$ cat config.mk
export PLATFORM = sky130hd
export DESIGN_NAME = freq_src_sel
export DESIGN_NICKNAME = d
export VERILOG_FILES = /design/src/rtl/fsel_pkg.sv /design/src/rtl/fsel_strap_latch.sv /design/src/rtl/fsel_pair_hold.sv /design/src/rtl/fsel_recovery.sv /design/src/rtl/fsel_out_stage.sv /design/src/rtl/freq_src_sel.sv
export SDC_FILE = /design/constraint.sdc
export NUM_CORES = 1
export LEC_CHECK = 0
export CELL_PAD_IN_SITES_DETAIL_PLACEMENT = 0
export CELL_PAD_IN_SITES_GLOBAL_PLACEMENT = 2
export CORE_ASPECT_RATIO = 0.5
export CORE_MARGIN = 2
export CORE_UTILIZATION = 32
export CTS_BUF_LIST = sky130_fd_sc_hd__clkbuf_4 sky130_fd_sc_hd__clkbuf_8
export DETAILED_ROUTE_END_ITERATION = 7
export PLACE_DENSITY_LB_ADDON = 0.1
export REMOVE_ABC_BUFFERS = 1
export SLEW_MARGIN = 15
export SYNTH_ARGS = -nofsm -noshare
export SYNTH_HDL_FRONTEND = slang
export SYNTH_HIERARCHICAL = 1
export SYNTH_SLANG_ARGS = --single-unit
export TNS_END_PERCENT = 5
$ cat constraint.sdc
create_clock -name clk -period 2.4 [get_ports clk]
set_clock_uncertainty 0.05 [all_clocks]
set_input_delay 0.48 -clock clk [delete_from_list [all_inputs] [get_ports clk]]
set_output_delay 0.48 -clock clk [all_outputs]
set_load 0.02 [all_outputs]
$ cat src/rtl/fsel_pkg.sv
package fsel_pkg;
    // Default widths shared by the block and its bench
    localparam int DEF_GEAR_W = 5;
    localparam int DEF_N_W    = 8;
    localparam int DEF_M_W    = 7;

    // Which source currently drives the synthesizer
    typedef enum logic [1:0] {
        SRC_STRAP = 2'd0,
        SRC_CODE  = 2'd1,
        SRC_PROG  = 2'd2,
        SRC_RCV   = 2'd3
    } src_e;
endpackage

$ cat src/rtl/fsel_strap_latch.sv
// Strap capture: follows the strap pins while reset is low, then holds them.
// Assumes the straps are stable for at least one clock before reset release.
module fsel_strap_latch #(
    parameter int GEAR_W = 5
) (
    input  logic              clk,
    input  logic              rst_n,
    input  logic [GEAR_W-1:0] strap_i,
    output logic [GEAR_W-1:0] lat_o
);
    // Sample during reset, freeze afterwards
    always_ff @(posedge clk) begin
        if (!rst_n) lat_o <= strap_i;
    end

    AST_STRAP_FROZEN: assert property (@(posedge clk) disable iff (!rst_n) $past(rst_n) |-> $stable(lat_o));
endmodule

$ cat src/rtl/fsel_pair_hold.sv
// Programmed N/M holder: takes a written pair only if N > M, i.e. (N+3)/(M+3) > 1.
// Otherwise it flags an error. Writes are dropped while lock_i is high.
// Assumes N_W >= M_W.
module fsel_pair_hold #(
    parameter int N_W = 8,
    parameter int M_W = 7
) (
    input  logic           clk,
    input  logic           rst_n,
    input  logic           lock_i,
    input  logic           wr_i,
    input  logic [N_W-1:0] n_i,
    input  logic [M_W-1:0] m_i,
    output logic [N_W-1:0] n_o,
    output logic [M_W-1:0] m_o,
    output logic           valid_o,
    output logic           err_o
);
    logic legal;

    // Ratio legality of the incoming pair
    always_comb legal = n_i > N_W'(m_i);

    // Capture a legal pair, or record a refusal
    always_ff @(posedge clk) begin
        if (!rst_n) begin
            n_o     <= '0;
            m_o     <= '0;
            valid_o <= 1'b0;
            err_o   <= 1'b0;
        end else if (wr_i && !lock_i) begin
            if (legal) begin
                n_o     <= n_i;
                m_o     <= m_i;
                valid_o <= 1'b1;
                err_o   <= 1'b0;
            end else begin
                err_o   <= 1'b1;
            end
        end
    end

    AST_BAD_PAIR_KEPT: assert property (@(posedge clk) disable iff (!rst_n) (wr_i && !lock_i && (n_i <= N_W'(m_i))) |=> ($stable(n_o) && $stable(m_o) && err_o));
    AST_HELD_LEGAL:    assert property (@(posedge clk) disable iff (!rst_n) valid_o |-> (n_o > N_W'(m_o)));
    AST_LOCK_N:        assert property (@(posedge clk) disable iff (!rst_n) (lock_i && wr_i) |=> $stable(n_o));
    AST_LOCK_ERR:      assert property (@(posedge clk) disable iff (!rst_n) (lock_i && wr_i) |=> $stable(err_o));
endmodule

$ cat src/rtl/fsel_recovery.sv
// Recovery tracker: on a timeout with the watchdog enabled, it freezes the recovery setting
// and holds it until the enable drops. A bad recovery pair falls back to the strap code.
// Assumes N_W >= M_W.
module fsel_recovery #(
    parameter int GEAR_W = 5,
    parameter int N_W    = 8,
    parameter int M_W    = 7
) (
    input  logic              clk,
    input  logic              rst_n,
    input  logic              wd_en_i,
    input  logic              timeout_i,
    input  logic              sel_i,
    input  logic [N_W-1:0]    n_i,
    input  logic [M_W-1:0]    m_i,
    input  logic [GEAR_W-1:0] norm_gear_i,
    input  logic [GEAR_W-1:0] strap_i,
    output logic              active_o,
    output logic [GEAR_W-1:0] gear_o,
    output logic [N_W-1:0]    n_o,
    output logic [M_W-1:0]    m_o
);
    logic enter;
    logic use_pair;

    // Entry condition and choice of the frozen source
    always_comb begin
        enter    = timeout_i && wd_en_i && !active_o;
        use_pair = sel_i && (n_i > N_W'(m_i));
    end

    // Recovery state and its frozen setting
    always_ff @(posedge clk) begin
        if (!rst_n) begin
            active_o <= 1'b0;
            gear_o   <= '0;
            n_o      <= '0;
            m_o      <= '0;
        end else if (!wd_en_i) begin
            active_o <= 1'b0;
        end else if (enter) begin
            active_o <= 1'b1;
            gear_o   <= use_pair ? norm_gear_i : strap_i;
            n_o      <= use_pair ? n_i : '0;
            m_o      <= use_pair ? m_i : '0;
        end
    end

    AST_RCV_ENTRY:  assert property (@(posedge clk) disable iff (!rst_n) (timeout_i && wd_en_i) |=> active_o);
    AST_RCV_EXIT:   assert property (@(posedge clk) disable iff (!rst_n) !wd_en_i |=> !active_o);
    AST_RCV_FROZEN: assert property (@(posedge clk) disable iff (!rst_n) active_o |=> (!active_o || ($stable(gear_o) && $stable(n_o) && $stable(m_o))));
endmodule

$ cat src/rtl/fsel_out_stage.sv
// Output register with change detection: the new setting is registered, and a
// one-cycle strobe is raised in the same cycle whenever the setting differs.
// Assumes the settings feeding it are registered or derived from stable inputs.
module fsel_out_stage
    import fsel_pkg::*;
#(
    parameter int GEAR_W = 5,
    parameter int N_W    = 8,
    parameter int M_W    = 7
) (
    input  logic              clk,
    input  logic              rst_n,
    input  logic [GEAR_W-1:0] strap_i,
    input  src_e              mode_d,
    input  logic [GEAR_W-1:0] gear_d,
    input  logic [N_W-1:0]    n_d,
    input  logic [M_W-1:0]    m_d,
    output src_e              mode_o,
    output logic [GEAR_W-1:0] gear_o,
    output logic [N_W-1:0]    n_o,
    output logic [M_W-1:0]    m_o,
    output logic              chg_o
);
    logic differs;

    // Compare the candidate setting with the one in force
    always_comb differs = (mode_d != mode_o) || (gear_d != gear_o) || (n_d != n_o) || (m_d != m_o);

    // Register the setting and pulse on change
    always_ff @(posedge clk) begin
        if (!rst_n) begin
            mode_o <= SRC_STRAP;
            gear_o <= strap_i;
            n_o    <= '0;
            m_o    <= '0;
            chg_o  <= 1'b0;
        end else begin
            chg_o <= differs;
            if (differs) begin
                mode_o <= mode_d;
                gear_o <= gear_d;
                n_o    <= n_d;
                m_o    <= m_d;
            end
        end
    end

    AST_STROBE_REAL:  assert property (@(posedge clk) disable iff (!rst_n) chg_o |-> ((mode_o != $past(mode_o)) || (gear_o != $past(gear_o)) || (n_o != $past(n_o)) || (m_o != $past(m_o))));
    AST_NO_SILENT:    assert property (@(posedge clk) disable iff (!rst_n) ((mode_o != $past(mode_o)) || (gear_o != $past(gear_o)) || (n_o != $past(n_o)) || (m_o != $past(m_o))) |-> chg_o);
    AST_PROG_RATIO:   assert property (@(posedge clk) disable iff (!rst_n) (mode_o == SRC_PROG) |-> (n_o > N_W'(m_o)));
    AST_PLAIN_NO_NM:  assert property (@(posedge clk) disable iff (!rst_n) (mode_o == SRC_STRAP || mode_o == SRC_CODE) |-> (n_o == '0 && m_o == '0));
endmodule

$ cat src/rtl/freq_src_sel.sv
// Top of the frequency source selector. Priority: recovery, then programmed pair, then
// override/strap code. The chosen setting is registered with a change strobe.
// Assumes nm_wr_i and wd_timeout_i are single-cycle pulses in the clk domain.
module freq_src_sel
    import fsel_pkg::*;
#(
    parameter int GEAR_W = DEF_GEAR_W,
    parameter int N_W    = DEF_N_W,
    parameter int M_W    = DEF_M_W
) (
    input  logic              clk,
    input  logic              rst_n,
    input  logic [GEAR_W-1:0] strap_i,
    input  logic              ovr_i,
    input  logic [GEAR_W-1:0] code_i,
    input  logic              prog_en_i,
    input  logic              nm_wr_i,
    input  logic [N_W-1:0]    prog_n_i,
    input  logic [M_W-1:0]    prog_m_i,
    input  logic              wd_en_i,
    input  logic              wd_timeout_i,
    input  logic              rcv_sel_i,
    input  logic [N_W-1:0]    rcv_n_i,
    input  logic [M_W-1:0]    rcv_m_i,
    output logic [GEAR_W-1:0] strap_o,
    output logic [GEAR_W-1:0] gear_o,
    output logic [N_W-1:0]    n_o,
    output logic [M_W-1:0]    m_o,
    output logic [1:0]        mode_o,
    output logic              chg_o,
    output logic              ratio_err_o
);
    logic [GEAR_W-1:0] lat;
    logic [GEAR_W-1:0] norm_gear;
    logic [N_W-1:0]    pn;
    logic [M_W-1:0]    pm;
    logic              pvalid;
    logic              rcv_act;
    logic [GEAR_W-1:0] rgear;
    logic [N_W-1:0]    rn;
    logic [M_W-1:0]    rm;
    src_e              mode_d;
    src_e              mode_q;
    logic [GEAR_W-1:0] gear_d;
    logic [N_W-1:0]    n_d;
    logic [M_W-1:0]    m_d;

    fsel_strap_latch #(.GEAR_W(GEAR_W)) strap_i0 (
        .clk(clk), .rst_n(rst_n), .strap_i(strap_i), .lat_o(lat)
    );

    fsel_pair_hold #(.N_W(N_W), .M_W(M_W)) pair_i0 (
        .clk(clk), .rst_n(rst_n), .lock_i(rcv_act), .wr_i(nm_wr_i),
        .n_i(prog_n_i), .m_i(prog_m_i), .n_o(pn), .m_o(pm),
        .valid_o(pvalid), .err_o(ratio_err_o)
    );

    // Gear code from the override choice
    always_comb norm_gear = ovr_i ? code_i : lat;

    fsel_recovery #(.GEAR_W(GEAR_W), .N_W(N_W), .M_W(M_W)) rcv_i0 (
        .clk(clk), .rst_n(rst_n), .wd_en_i(wd_en_i), .timeout_i(wd_timeout_i),
        .sel_i(rcv_sel_i), .n_i(rcv_n_i), .m_i(rcv_m_i),
        .norm_gear_i(norm_gear), .strap_i(lat), .active_o(rcv_act),
        .gear_o(rgear), .n_o(rn), .m_o(rm)
    );

    // Three-level priority choice of the candidate setting
    always_comb begin
        if (rcv_act) begin
            mode_d = SRC_RCV;
            gear_d = rgear;
            n_d    = rn;
            m_d    = rm;
        end else if (prog_en_i && pvalid) begin
            mode_d = SRC_PROG;
            gear_d = norm_gear;
            n_d    = pn;
            m_d    = pm;
        end else begin
            mode_d = ovr_i ? SRC_CODE : SRC_STRAP;
            gear_d = norm_gear;
            n_d    = '0;
            m_d    = '0;
        end
    end

    fsel_out_stage #(.GEAR_W(GEAR_W), .N_W(N_W), .M_W(M_W)) out_i0 (
        .clk(clk), .rst_n(rst_n), .strap_i(strap_i),
        .mode_d(mode_d), .gear_d(gear_d), .n_d(n_d), .m_d(m_d),
        .mode_o(mode_q), .gear_o(gear_o), .n_o(n_o), .m_o(m_o), .chg_o(chg_o)
    );

    // Plain-typed outputs
    always_comb begin
        mode_o  = mode_q;
        strap_o = lat;
    end

    AST_LOCK_MODE: assert property (@(posedge clk) disable iff (!rst_n) (rcv_act && $past(rcv_act)) |-> (mode_o == 2'd3));
endmodule

==> impl_results.md <==
* Syn Std Cell Area at 3480 µm²
* Syn Inst Count at 375
* Critical Path Sink Type: register
* First-pass GRT wire length at 15400 µm
* Endpoints failing setup at 0
* Synth Area in XOR/XNOR at 5.54%
* Wire per inst at 16.0 µm
* Register area share after synthesis at 40.8%
* Number of synthesized flops with an enable pin at 10
* Dpl cells at 592
* Syn. warnings at 6
* Finished Core Util at 45.9%
* Net count, final at 525
* Placer Congestion at 0.783
* Status: complete, no violations
* DR vias at 3013
* Min Hold Slack at 407 ps
* Fin cells at 608
* Die area at 11800 µm²
* Via density at 4.96
* Total gr overflow at 0
* Total CTS buffers at 9
* Ant diodes at 0
* Fin. max-slew vios at 0
* Filler cell count at 1011
* Syn Area/Cell at 9.28 µm²
* Max Cap Viol at 0
* Vias in the first global route at 2935
* Clock slew at reported path FFs at 70 ps
* Register area at 1420 µm²
* Pwr/cell area at 567 nW/µm²
* Post-route ant nets at 0
* TritonCTS clock tree: yes
* FP Rows at 26
* Pre-CTS setup slack at -732 ps
* Area Overhead vs Synth at 36.8%
* Final WS setup at 101 ps
* CTS Root Cell: clkbuf_8
* Initial antenna violation count at 0
* Clock tree sinks at 66
* Die Span X at 151 µm
* Worst skew pair latency at 340 ps
* CTS H-tree depth at 3
* Critical Path AT at 2310 ps
* Top cells by area, synth: dfxtp_1, edfxtp_1, nand2_1
* Slew headroom at 74.6%
* Compound-Gate Fraction of Synth Area at 14.3%
* HP Class: reg2reg
* Overall routed net length at 9750 µm
* Core box area at 10400 µm²
* Commonest non-fill, non-tap cell in the layout: clkdlybuf4s50_1
* RSZ-0062 raised after global routing: no
* Unique masters post-synth at 45
* Final Hold Viols at 0
* Total global-route track usage at 17.3%
* Max Root-Sink Buffers at 2
* Worst EP required at 2410 ps
* Critical path class: in2reg
* Adder-Cell Fraction of Synth Area at 5.03%
* Share of cells above drive strength 1 at 16.7%
* #FFs+latches synth at 66
* Dpl hpwl at 7270 µm
* Maximum clock rate at 435 MHz
* Remaining DRCs at 0
* Chip height at 77.8 µm
* Leak at 0.00182 µW
* Starting Density at 33.5%
* Ys flop type: dfxtp_1
* Starting DRC count in detailed routing at 120
* Peak supply drop at 228 µV
* Largest family of logic cells by synthesized area: simple AND/OR/NAND/NOR gates
* Post CTS Setup Buffer Count at 0
* Multiplexer share of the synthesized area at 9.71%
* Simple-gate area share of the yosys netlist at 18.6%
* Least-Margin Pin Slew at 381 ps
* Final worst path period share at 95.8%
* Pin count of the biggest net entering global routing at 36
* Commonest cells after routing, fill and taps aside: clkdlybuf4s50_1, nand2_1, dfxtp_1, buf_4, xnor2_1
* Crit start category: primary input
* Drt pass-1 iters at 4
* Port-buffer cells at 76
* Post-synth ARST share at 0%
* Final Critical Period at 2300 ps
* Post-synth top area share at 32.2%
* Area leader, netlist: dfxtp_1
* Num ports at 77
* Area taken by multi-input logic gates at 1910 µm²
* Worst-path fanout max at 5
-- power by group --
group          internal [µW]  switching (µW)
logic                    293             271
clock network            484             434
registers               1180            38.2
-- routing by layer --
| metal | global-route usage, % | vias up | wire length (µm) | part of all wire (%) |
|---|---|---|---|---|
| met5 | 0 | - | 0 | 0 |
| met4 | 4.63 | 0 | 93 | 0.95 |
| met3 | 5.35 | 9 | 521 | 5.3 |
| met2 | 25.9 | 91 | 4300 | 44 |
| met1 | 24.1 | 1425 | 4840 | 50 |
| li1 | - | 1488 | - | - |
-- worst max-delay path, stage by stage --
cell             delay [ps]
clkdlybuf4s50_1         400
mux2_4                  270
mux2_4                  310
xnor2_4                 190
nand4_1                 180
nor4_4                  280
nand3_2                 210
-- worst paths after layout --
kind,startpoint,end,slack (ps),cells after the start
worst min-delay path,rcv_i0/n_o[0],rcv_i0/n_o[0],410,2
worst max-delay path,code_i[4],out_i0/gear_o[1],100,7
worst min register to register,rcv_i0/n_o[0],rcv_i0/n_o[0],410,2
worst max register to register,strap_i0/lat_o[4],out_i0/gear_o[1],170,6
-- cells by family after synthesis --
group,after synthesis
simple gates,129
buf+inv,41
xor+xnor,22
compound gates,73
fa+ha+maj,14
flops,66
mux,30
-- synth_stat cells, types with 14 or more instances --
library cell and n:
nand2_1 64, dfxtp_1 56, xnor2_1 22, o21ai_0 19, and2_1 17, nand3_1 17
a21boi_1 16, inv_1 15, mux2i_1 15, ha_1 14
-- flip-flops by register name, summed over array words and instances (netlist names) --
name / cells
out_i0/chg_o: 1
out_i0/gear_o: 5
out_i0/m_o: 7
out_i0/mode_o: 2
out_i0/n_o: 8
pair_i0/err_o: 1
pair_i0/m_o: 7
pair_i0/n_o: 8
pair_i0/valid_o: 1
rcv_i0/active_o: 1
rcv_i0/gear_o: 5
rcv_i0/m_o: 7
rcv_i0/n_o: 8
strap_i0/lat_o: 5
-- through the flow --
stage / power [µW] / cell area, µm² / TNS [ps]
after floorplan: 1500 / 3330 / -15840
after global placement: 1780 / 4520 / -7820
after detailed placement: 1790 / 4520 / -8550
after CTS: 2740 / 4740 / 0
after global routing: 2840 / 4760 / 0
final: 2700 / 4760 / 0
-- what timing repair did --
| action | in CTS | in global routing |
|---|---|---|
| setup endpoints to repair | 6 | 9 |
| resized for setup | 6 | 19 |
| pin swaps | 4 | 6 |
| hold buffers | 0 | 0 |
-- final cells by class --
| type | instances | area share (%) |
|---|---|---|
| repair buffers | 103 | 21.2 |
| inverters | 15 | 1.18 |
| clock buffers | 10 | 2.76 |
| flip-flops and latches | 66 | 29.8 |
| clock inverters | 6 | 1.21 |
| multi-input cells | 268 | 40.1 |
| well taps | 140 | 3.68 |
No activity file was read; power rests on OpenSTA's default activity.
